[src/rtl/lvl_irq_pkg.sv]
// Package: shared defaults and the acceptance-stage action encoding.
// Assumes: nothing beyond IEEE 1800-2017.
package lvl_irq_pkg;
    localparam int DEF_NSRC = 8;
    localparam int DEF_LW   = 3;

    typedef enum logic [1:0] {
        ACT_NONE = 2'd0,
        ACT_TAKE = 2'd1,
        ACT_RET  = 2'd2
    } acc_act_e;
endpackage

[src/rtl/irq_src_bank.sv]
// Per-source state: sticky cause, enable and programmed level.
// Assumes: level value all-ones means disabled; an event wins over a clear
// in the same cycle so that no event is lost.
module irq_src_bank #(
    parameter int NSRC = 8,
    parameter int LW   = 3,
    parameter int SW   = $clog2(NSRC)
) (
    input  logic               clk,
    input  logic               rst_n,
    input  logic [NSRC-1:0]    evt_i,
    input  logic [NSRC-1:0]    clr_i,
    input  logic               en_wr_i,
    input  logic [NSRC-1:0]    en_wdata_i,
    input  logic               lvl_wr_i,
    input  logic [SW-1:0]      lvl_idx_i,
    input  logic [LW-1:0]      lvl_wdata_i,
    output logic [NSRC-1:0]    cause_o,
    output logic [NSRC-1:0]    pend_o,
    output logic [NSRC*LW-1:0] lvl_flat_o
);
    localparam logic [LW-1:0] LVL_OFF = '1;

    logic [NSRC-1:0] en_q;

    // Enable vector register, loaded as a whole.
    always_ff @(posedge clk) begin
        if (!rst_n)       en_q <= '0;
        else if (en_wr_i) en_q <= en_wdata_i;
    end

    for (genvar g = 0; g < NSRC; g++) begin : g_src
        logic          cause_q;
        logic [LW-1:0] lvl_q;

        // Sticky cause bit: set by an event, dropped only by a clear.
        always_ff @(posedge clk) begin
            if (!rst_n) cause_q <= 1'b0;
            else        cause_q <= evt_i[g] | (cause_q & ~clr_i[g]);
        end

        // Programmed priority level for this source.
        always_ff @(posedge clk) begin
            if (!rst_n)                                  lvl_q <= LVL_OFF;
            else if (lvl_wr_i && lvl_idx_i == SW'(g))    lvl_q <= lvl_wdata_i;
        end

        assign cause_o[g]               = cause_q;
        assign pend_o[g]                = cause_q & en_q[g] & (lvl_q != LVL_OFF);
        assign lvl_flat_o[g*LW +: LW]   = lvl_q;
    end
endmodule

[src/rtl/irq_prio_sel.sv]
// Priority selector: picks the competing source with the lowest level value,
// lowest index on ties.
// Assumes: every competing source has a level below all-ones.
module irq_prio_sel #(
    parameter int NSRC = 8,
    parameter int LW   = 3,
    parameter int SW   = $clog2(NSRC)
) (
    input  logic [NSRC-1:0]    pend_i,
    input  logic [NSRC*LW-1:0] lvl_flat_i,
    output logic               any_o,
    output logic [LW-1:0]      lvl_o,
    output logic [SW-1:0]      idx_o
);
    // Linear scan; a strict compare keeps the earliest index on ties.
    always_comb begin
        any_o = 1'b0;
        lvl_o = '1;
        idx_o = '0;
        for (int i = 0; i < NSRC; i++) begin
            if (pend_i[i] && (lvl_flat_i[i*LW +: LW] < lvl_o)) begin
                any_o = 1'b1;
                lvl_o = lvl_flat_i[i*LW +: LW];
                idx_o = SW'(i);
            end
        end
    end
endmodule

[src/rtl/irq_accept.sv]
// Acceptance stage: level mask, save stack and acknowledge pulse.
// Assumes: each acceptance strictly lowers the mask value, so the stack
// never holds more than 2**LW-1 entries; a return blocks acceptance.
module irq_accept #(
    parameter int LW = 3,
    parameter int SW = 3
) (
    input  logic          clk,
    input  logic          rst_n,
    input  logic          any_i,
    input  logic [LW-1:0] lvl_i,
    input  logic [SW-1:0] idx_i,
    input  logic          gie_i,
    input  logic          boundary_i,
    input  logic          reti_i,
    output logic          ack_o,
    output logic [SW-1:0] ack_src_o,
    output logic [LW-1:0] mask_o
);
    import lvl_irq_pkg::*;

    localparam int STK_D = (1 << LW) - 1;
    localparam int SPW   = $clog2(STK_D + 1);
    localparam int STK_N = 1 << SPW;

    logic [LW-1:0]  mask_q;
    logic [LW-1:0]  stk_q [STK_N];
    logic [SPW-1:0] sp_q;
    logic [SPW-1:0] sp_m1;
    acc_act_e       act;

    assign sp_m1 = sp_q - SPW'(1);

    // Decide this cycle's action: return first, then a qualified take.
    always_comb begin
        act = ACT_NONE;
        if (reti_i) begin
            if (sp_q != '0) act = ACT_RET;
        end else if (any_i && (lvl_i < mask_q) && gie_i && boundary_i
                     && (sp_q != SPW'(STK_D))) begin
            act = ACT_TAKE;
        end
    end

    // Mask and stack pointer update.
    always_ff @(posedge clk) begin
        if (!rst_n) begin
            mask_q <= '1;
            sp_q   <= '0;
        end else begin
            case (act)
                ACT_TAKE: begin
                    mask_q <= lvl_i;
                    sp_q   <= sp_q + SPW'(1);
                end
                ACT_RET: begin
                    mask_q <= stk_q[sp_m1];
                    sp_q   <= sp_m1;
                end
                default: ;
            endcase
        end
    end

    // Save stack storage, written on a take.
    always_ff @(posedge clk) begin
        if (!rst_n) begin
            for (int k = 0; k < STK_N; k++) stk_q[k] <= '1;
        end else if (act == ACT_TAKE) begin
            stk_q[sp_q] <= mask_q;
        end
    end

    // Acknowledge pulse with the accepted index.
    always_ff @(posedge clk) begin
        if (!rst_n) begin
            ack_o     <= 1'b0;
            ack_src_o <= '0;
        end else begin
            ack_o <= (act == ACT_TAKE);
            if (act == ACT_TAKE) ack_src_o <= idx_i;
        end
    end

    assign mask_o = mask_q;
endmodule

[src/rtl/lvl_irq_ctrl.sv]
// Top: level-masked interrupt acceptance controller. Wires the source bank,
// the priority selector and the acceptance stage.
// Assumes: synchronous active-low reset; all strobes are one clock wide.
module lvl_irq_ctrl #(
    parameter int NSRC = lvl_irq_pkg::DEF_NSRC,
    parameter int LW   = lvl_irq_pkg::DEF_LW,
    localparam int SW  = $clog2(NSRC)
) (
    input  logic            clk,
    input  logic            rst_n,
    input  logic [NSRC-1:0] evt_i,
    input  logic [NSRC-1:0] clr_i,
    input  logic            en_wr_i,
    input  logic [NSRC-1:0] en_wdata_i,
    input  logic            lvl_wr_i,
    input  logic [SW-1:0]   lvl_idx_i,
    input  logic [LW-1:0]   lvl_wdata_i,
    input  logic            gie_i,
    input  logic            boundary_i,
    input  logic            reti_i,
    output logic [NSRC-1:0] cause_o,
    output logic            req_any_o,
    output logic [LW-1:0]   req_lvl_o,
    output logic [SW-1:0]   req_src_o,
    output logic            ack_o,
    output logic [SW-1:0]   ack_src_o,
    output logic [LW-1:0]   mask_o
);
    logic [NSRC-1:0]    pend;
    logic [NSRC*LW-1:0] lvl_flat;

    irq_src_bank #(.NSRC(NSRC), .LW(LW), .SW(SW)) u_bank (
        .clk         (clk),
        .rst_n       (rst_n),
        .evt_i       (evt_i),
        .clr_i       (clr_i),
        .en_wr_i     (en_wr_i),
        .en_wdata_i  (en_wdata_i),
        .lvl_wr_i    (lvl_wr_i),
        .lvl_idx_i   (lvl_idx_i),
        .lvl_wdata_i (lvl_wdata_i),
        .cause_o     (cause_o),
        .pend_o      (pend),
        .lvl_flat_o  (lvl_flat)
    );

    irq_prio_sel #(.NSRC(NSRC), .LW(LW), .SW(SW)) u_sel (
        .pend_i     (pend),
        .lvl_flat_i (lvl_flat),
        .any_o      (req_any_o),
        .lvl_o      (req_lvl_o),
        .idx_o      (req_src_o)
    );

    irq_accept #(.LW(LW), .SW(SW)) u_acc (
        .clk        (clk),
        .rst_n      (rst_n),
        .any_i      (req_any_o),
        .lvl_i      (req_lvl_o),
        .idx_i      (req_src_o),
        .gie_i      (gie_i),
        .boundary_i (boundary_i),
        .reti_i     (reti_i),
        .ack_o      (ack_o),
        .ack_src_o  (ack_src_o),
        .mask_o     (mask_o)
    );
endmodule

[config.mk]
export PLATFORM = sky130hd
export DESIGN_NAME = lvl_irq_ctrl
export DESIGN_NICKNAME = d
export VERILOG_FILES = /design/src/rtl/lvl_irq_pkg.sv /design/src/rtl/irq_src_bank.sv /design/src/rtl/irq_prio_sel.sv /design/src/rtl/irq_accept.sv /design/src/rtl/lvl_irq_ctrl.sv
export SDC_FILE = /design/constraint.sdc
export NUM_CORES = 1
export LEC_CHECK = 0
export BUFFER_PORTS_ARGS = -buffer_cell sky130_fd_sc_hd__buf_2
export CORE_MARGIN = 8
export CORE_UTILIZATION = 52
export DETAILED_ROUTE_END_ITERATION = 12
export MAX_ROUTING_LAYER = met4
export PLACE_DENSITY = 0.76
export REMOVE_ABC_BUFFERS = 1
export SYNTH_ARGS = -nofsm -noshare
export SYNTH_HDL_FRONTEND = slang
export SYNTH_SLANG_ARGS = --single-unit
[constraint.sdc]
create_clock -name clk -period 4.7 [get_ports clk]
set_input_delay 0.47 -clock clk [delete_from_list [all_inputs] [get_ports clk]]
set_output_delay 0.47 -clock clk [all_outputs]
set_load 0.05 [all_outputs]
# == After elaboration in Yosys (flattened, before gate mapping) ==
# Memories as Yosys holds them, arrays and structs flattened.
# Index checks and enable logic that the tools add are counted.
# word_totals
register_bits,50
mem_bits_rw,24
inputBits,37
output_inout_bits,22
wordCells,150
n_memories,1
# memory_table
memory,words,word_bits,rd,rd_ports_with_merged_regs,wr,line_no,text
u_acc.stk_q,8,3,1,0,8,irq_accept.sv:27,logic [LW-1:0] stk_q [STK_N];
# classes
addsub,2
n_lt_le_gt_ge,9
n_eq_ne,18
n_mux,35
bitwise,40
reduce_logical,24
# op_table
operator,n
3-bit 2-to-1 mux,14
3-bit != test (second input constant),9
1-bit AND,24
3-bit less-than comparator,8
1-bit logical AND,20
1-bit 2-to-1 mux,15
3-bit == test (second input constant),4
3-bit one-hot mux with 2 select lines,2
2-bit 2-to-1 mux,4
1-bit inverter,8
1-bit OR,8
3-bit by 2-bit == test with 1-bit output (second input constant),2
3-bit by 1-bit adder with 3-bit output (second input constant),1
3-bit by 1-bit == test with 1-bit output (second input constant),1
3-bit zero test,1
3-bit less-than comparator (second input constant),1
3-bit nonzero test,1
3-bit OR reduction,1
3-bit by 1-bit subtractor with 3-bit output (second input constant),1
2-bit by 1-bit == test with 1-bit output (second input constant),1
2-bit == test (second input constant),1
2-bit nonzero test,1

# == Longest topological paths before layout ==
# logic_depth
word_depth,38
ltp_mapped,23
mapped_depth_nobuf,22

# == By module ==
# A second synthesis with hierarchy kept.
# unflattened
cells_unflattened,485
hier_area_um2,4623.2
# by_module_without_submodules
module,instances,cells_per_inst,area_each_um2,seq_area_each_um2
irq_accept,1,150,1744.2,920.9
irq_src_bank,1,165,1720.4,800.8
irq_prio_sel,1,170,1158.6,0.0

# == Least setup slack after synthesis ==
# OpenSTA, ideal clock, no wires.
# synth_path
kind,reg2reg
from,register u_bank.g_src[1].lvl_q[2]
to,memory u_acc.stk_q[1][0] (enable)
setup_ns,0.355
t_arrival_ns,5.715
required_time_ns,4.345
slack_ns,-1.370
path_stages_with_launch,22
path_buffers,1
synth_period_minus_slack_ns,6.070
path_cell_list,dfxtp_1 -> and3b_1 -> a311oi_2 -> a211oi_1 -> o221a_2 -> o32ai_1 -> nor2b_1 -> o21ai_0 -> ha_1 -> nand2_1 -> o21ai_0 -> a21o_1 -> o41a_4 -> mux2i_1 -> ha_1 -> nor2b_1 -> o21ai_0 -> nand4_1 -> o21ba_2 -> buf_2 -> nand2_4 -> o31ai_1
# synth_rtl
item,line_no,text
from (decl),irq_src_bank.sv:34,logic [LW-1:0] lvl_q;
from (signal assigned),irq_src_bank.sv:45,else if (lvl_wr_i && lvl_idx_i == SW'(g)) lvl_q <= lvl_wdata_i;
to (decl),irq_accept.sv:27,

==> qor.yml <==
outcome: "finished with violations"
violations: "negative setup slack"
crit_slowest_cell: "or4b_4"
async_flop_share_pct: 0
p_comb_share_pct: 28.6
num_vias: 4390
multi_input_area_um2: 2699
grt_max_degree: 35
fin_ws_ns: -0.3433
hpwlAfterDp_um: 8771
final-instance-count-excl-fill: 707
cp_cell_sequence: "and3b_2, or4b_4, o21ai_4, o221a_4, o21a_1, o32ai_4, nor2b_1, o21ai_2, ha_1, nand2_2, o21ai_2, a21o_1, o41a_4, mux2i_4, ha_4, nor2b_4, o21ai_1, nand4_1, o21ba_4, nand2_8, o31ai_4, buf_6"
root_buffer: "clkbuf_8"
yosysSeqAreaShare_pct: 39.56
overflow: 0
worstHoldPathType: "in -> reg"
ant_nets: 0
rsz0062_at_grt: "true"
maxCapViolations: 0
sw_frac_of_total_pct: 35.90
clk_pin_slew_ns: 0.08
final_util_pct: 71.84
dieArea_um2: 11550
dr.pass1.iters: 5
cp.buffers_inverters: 1
fillCellCount: 548
final_nets: 642
synth_edf_count: 24
grt_pass1_vias: 4429
clock_latency_ns: 0.36
wirelength_um: 13870
antenna_found_initial: 0
rows: 33
die_h_um: 107.5
num_antenna_cells: 0
die_w_um: 107.5
placed_cells: 665
slowest_delay_ns: 0.56
slew-limit-headroom_pct: 25.00
drcViolationCount: 0
grt_usage_pct: 23.91
path_class: "reg -> reg"
crit_family: "compound AO/OA/AOI/OAI gates"
io_buffers: 58
clockPowerShare_pct: 28.3
peakVddDrop_uv: 188.3
clk_path_buf_depth: 2
grt_pass1_wl_um: 21490
synth_top_area_share_pct: 23.00
io_pins: 59
cts_tree: "yes"
setup_viol_count_final: 58
synth_common_cells: "nand2_1, dfxtp_1, nor2_1"
cpMostUsedCell: "o21ai_2"
yosysTopAreaCell: "dfxtp_1"
required_ns: 4.79
synth_area_per_cell_um2: 9.161
finalMaxSlewViolations: 0
regArea_um2: 1729
power_mw: 1.798
coreArea_um2: 8175
routedWlPerCell_um: 19.62
fmax_mhz: 198.3
hold_viol: 0
end_kind: "flop"
synthCells: 475
ys_types: 69
power.net_switching_uw: 645.3
ys_ff_latch: 74
min_period_ns: 5.043
drive_above_1_share_pct: 37.38
routed_via_density: 6.209
syn-cell-area_um2: 4352
p_leak_nw: 2.338
drt_iter0_markers: 429
cp-start-kind: "flop"
finClkSkew_ns: 0.01630
numCtsBuffers: 9
tightest_slew_ns: 1.124
finalCritPeriodShare_pct: 107.3
p_per_area_nw_per_um2: 306.1
dpl-instance-area_um2: 5044
arrival_ns: 5.13
ys_warn_count: 0
internal_power_mw: 1.152
start_util_pct: 53.23
area_growth_pct: 34.96
ys.flop_type: "dfxtp_1"
fin_area_um2: 5873
htree_levels: 3
seqPwrFrac_pct: 43.0
place_congestion: 0.9305
synth_most_common_cell: "nand2_1"
cts.sinks: 74
finalSetupTns_ns: -14.40
ys_top_cells_by_area: "dfxtp_1, edfxtp_1, mux2i_1"
crit_fanout: 8
per-stage QoR:
stage,hold slack [ns],setup WS (ns)
finish,0.3092,-0.3433
global placement,0.4725,-0.3699
detailed placement,0.4854,-0.5756
floorplan,0.4602,-1.612
CTS,0.3085,-0.08496
global route,0.3307,-0.5489
state kept, by name (all words and copies together) (netlist names):
name / flops
u_acc.stk_q: 24
u_bank.g_src.lvl_q: 24
u_bank.en_q: 8
u_bank.g_src.cause_q: 8
u_acc.ack_src_o: 3
u_acc.mask_o: 3
u_acc.sp_q: 3
u_acc.ack_o: 1
worst paths after layout:
check	slack (ns)	depth (start not counted)	endpoint	start
setup / recovery	-0.34	22	u_acc.stk_q[6][1]$_SDFFCE_PN1P_	u_bank.g_src[1].lvl_q[2]$_SDFFE_PN1P_
hold / removal	0.31	3	u_bank.g_src[3].cause_q$_SDFF_PN0_	evt_i[3]
setup reg to reg	-0.34	22	u_acc.stk_q[6][1]$_SDFFCE_PN1P_	u_bank.g_src[1].lvl_q[2]$_SDFFE_PN1P_
hold reg to reg	0.51	2	u_bank.en_q[4]$_SDFFE_PN0P_	u_bank.en_q[4]$_SDFFE_PN0P_
cells in the final DEF, fill, tap and decap left out, drive strengths merged, types with 7 or more instances in the layout:
cell    count
edfxtp     24
nand2b      7
nand4      23
o31ai       9
dfxtp      50
ha          8
nand2      53
nor2       36
nor3       21
nand3      10
mux2i      33
buf       139
a21o        7
a21oi      26
inv        26
clkbuf     14
o21ai      19
cell type report:
type                            instances  area share [%]
Inverter                               26           1.747
Sequential cell                        74           29.44
Clock inverter                          4          0.8522
Multi-Input combinational cell        345           45.95
Tap cell                              105           2.237
Timing Repair Buffer                  141           17.28
Clock buffer                           12           2.493
power groups by stage:
stage	Combinational, mW	Sequential, mW	Clock [mW]
after global routing	0.550	0.779	0.537
after detailed placement	0.409	0.776	0
after global placement	0.396	0.777	0
after CTS	0.458	0.766	0.509
final	0.515	0.774	0.509
after floorplan	0.238	0.801	0
what timing repair did:
action / 4_1_cts / 5_1_grt
setup buffers: 23 / 6
gates resized for setup: 52 / 43
hold buffers: 0 / 0
pin swaps: 26 / 19
endpoints found under the setup margin: 62 / 62
per-layer routing:
metal	part of all wire, %	vias to the layer above	GRT usage, %
met5	0	-	-
met3	8.2	57	4.551
met1	38	2089	27.57
li1	-	2014	-
met2	50	230	39.69
met4	4.2	0	10.31
worst reg2reg max path, cell delays in order, from the launching register on:
cell and delay, ns:
dfxtp_2 0.34, and3b_2 0.23, or4b_4 0.56, o21ai_4 0.10, o221a_4 0.24, o21a_1 0.18, o32ai_4 0.11, nor2b_1 0.16
o21ai_2 0.07, ha_1 0.29, nand2_2 0.12, o21ai_2 0.07, a21o_1 0.19, o41a_4 0.39, mux2i_4 0.21, ha_4 0.25
nor2b_4 0.12, o21ai_1 0.17, nand4_1 0.17, o21ba_4 0.30, nand2_8 0.11, o31ai_4 0.26, buf_6 0.14
logic make-up (layout without fill, tap and decap cells):
logic type / after synthesis / count (layout) / share of synthesized area [%]
AND/OR/NAND/NOR: 181 / 181 / 21.39
AO/OA/AOI/OAI: 112 / 112 / 18.69
flip-flops: 74 / 74 / 39.56
buffers and inverters: 56 / 183 / 6.181
multiplexers: 41 / 41 / 11.21
adder cells (fa/ha/maj): 10 / 10 / 2.760
XOR/XNOR: 1 / 1 / 0.2013
No activity file was read; power rests on OpenSTA's default activity.
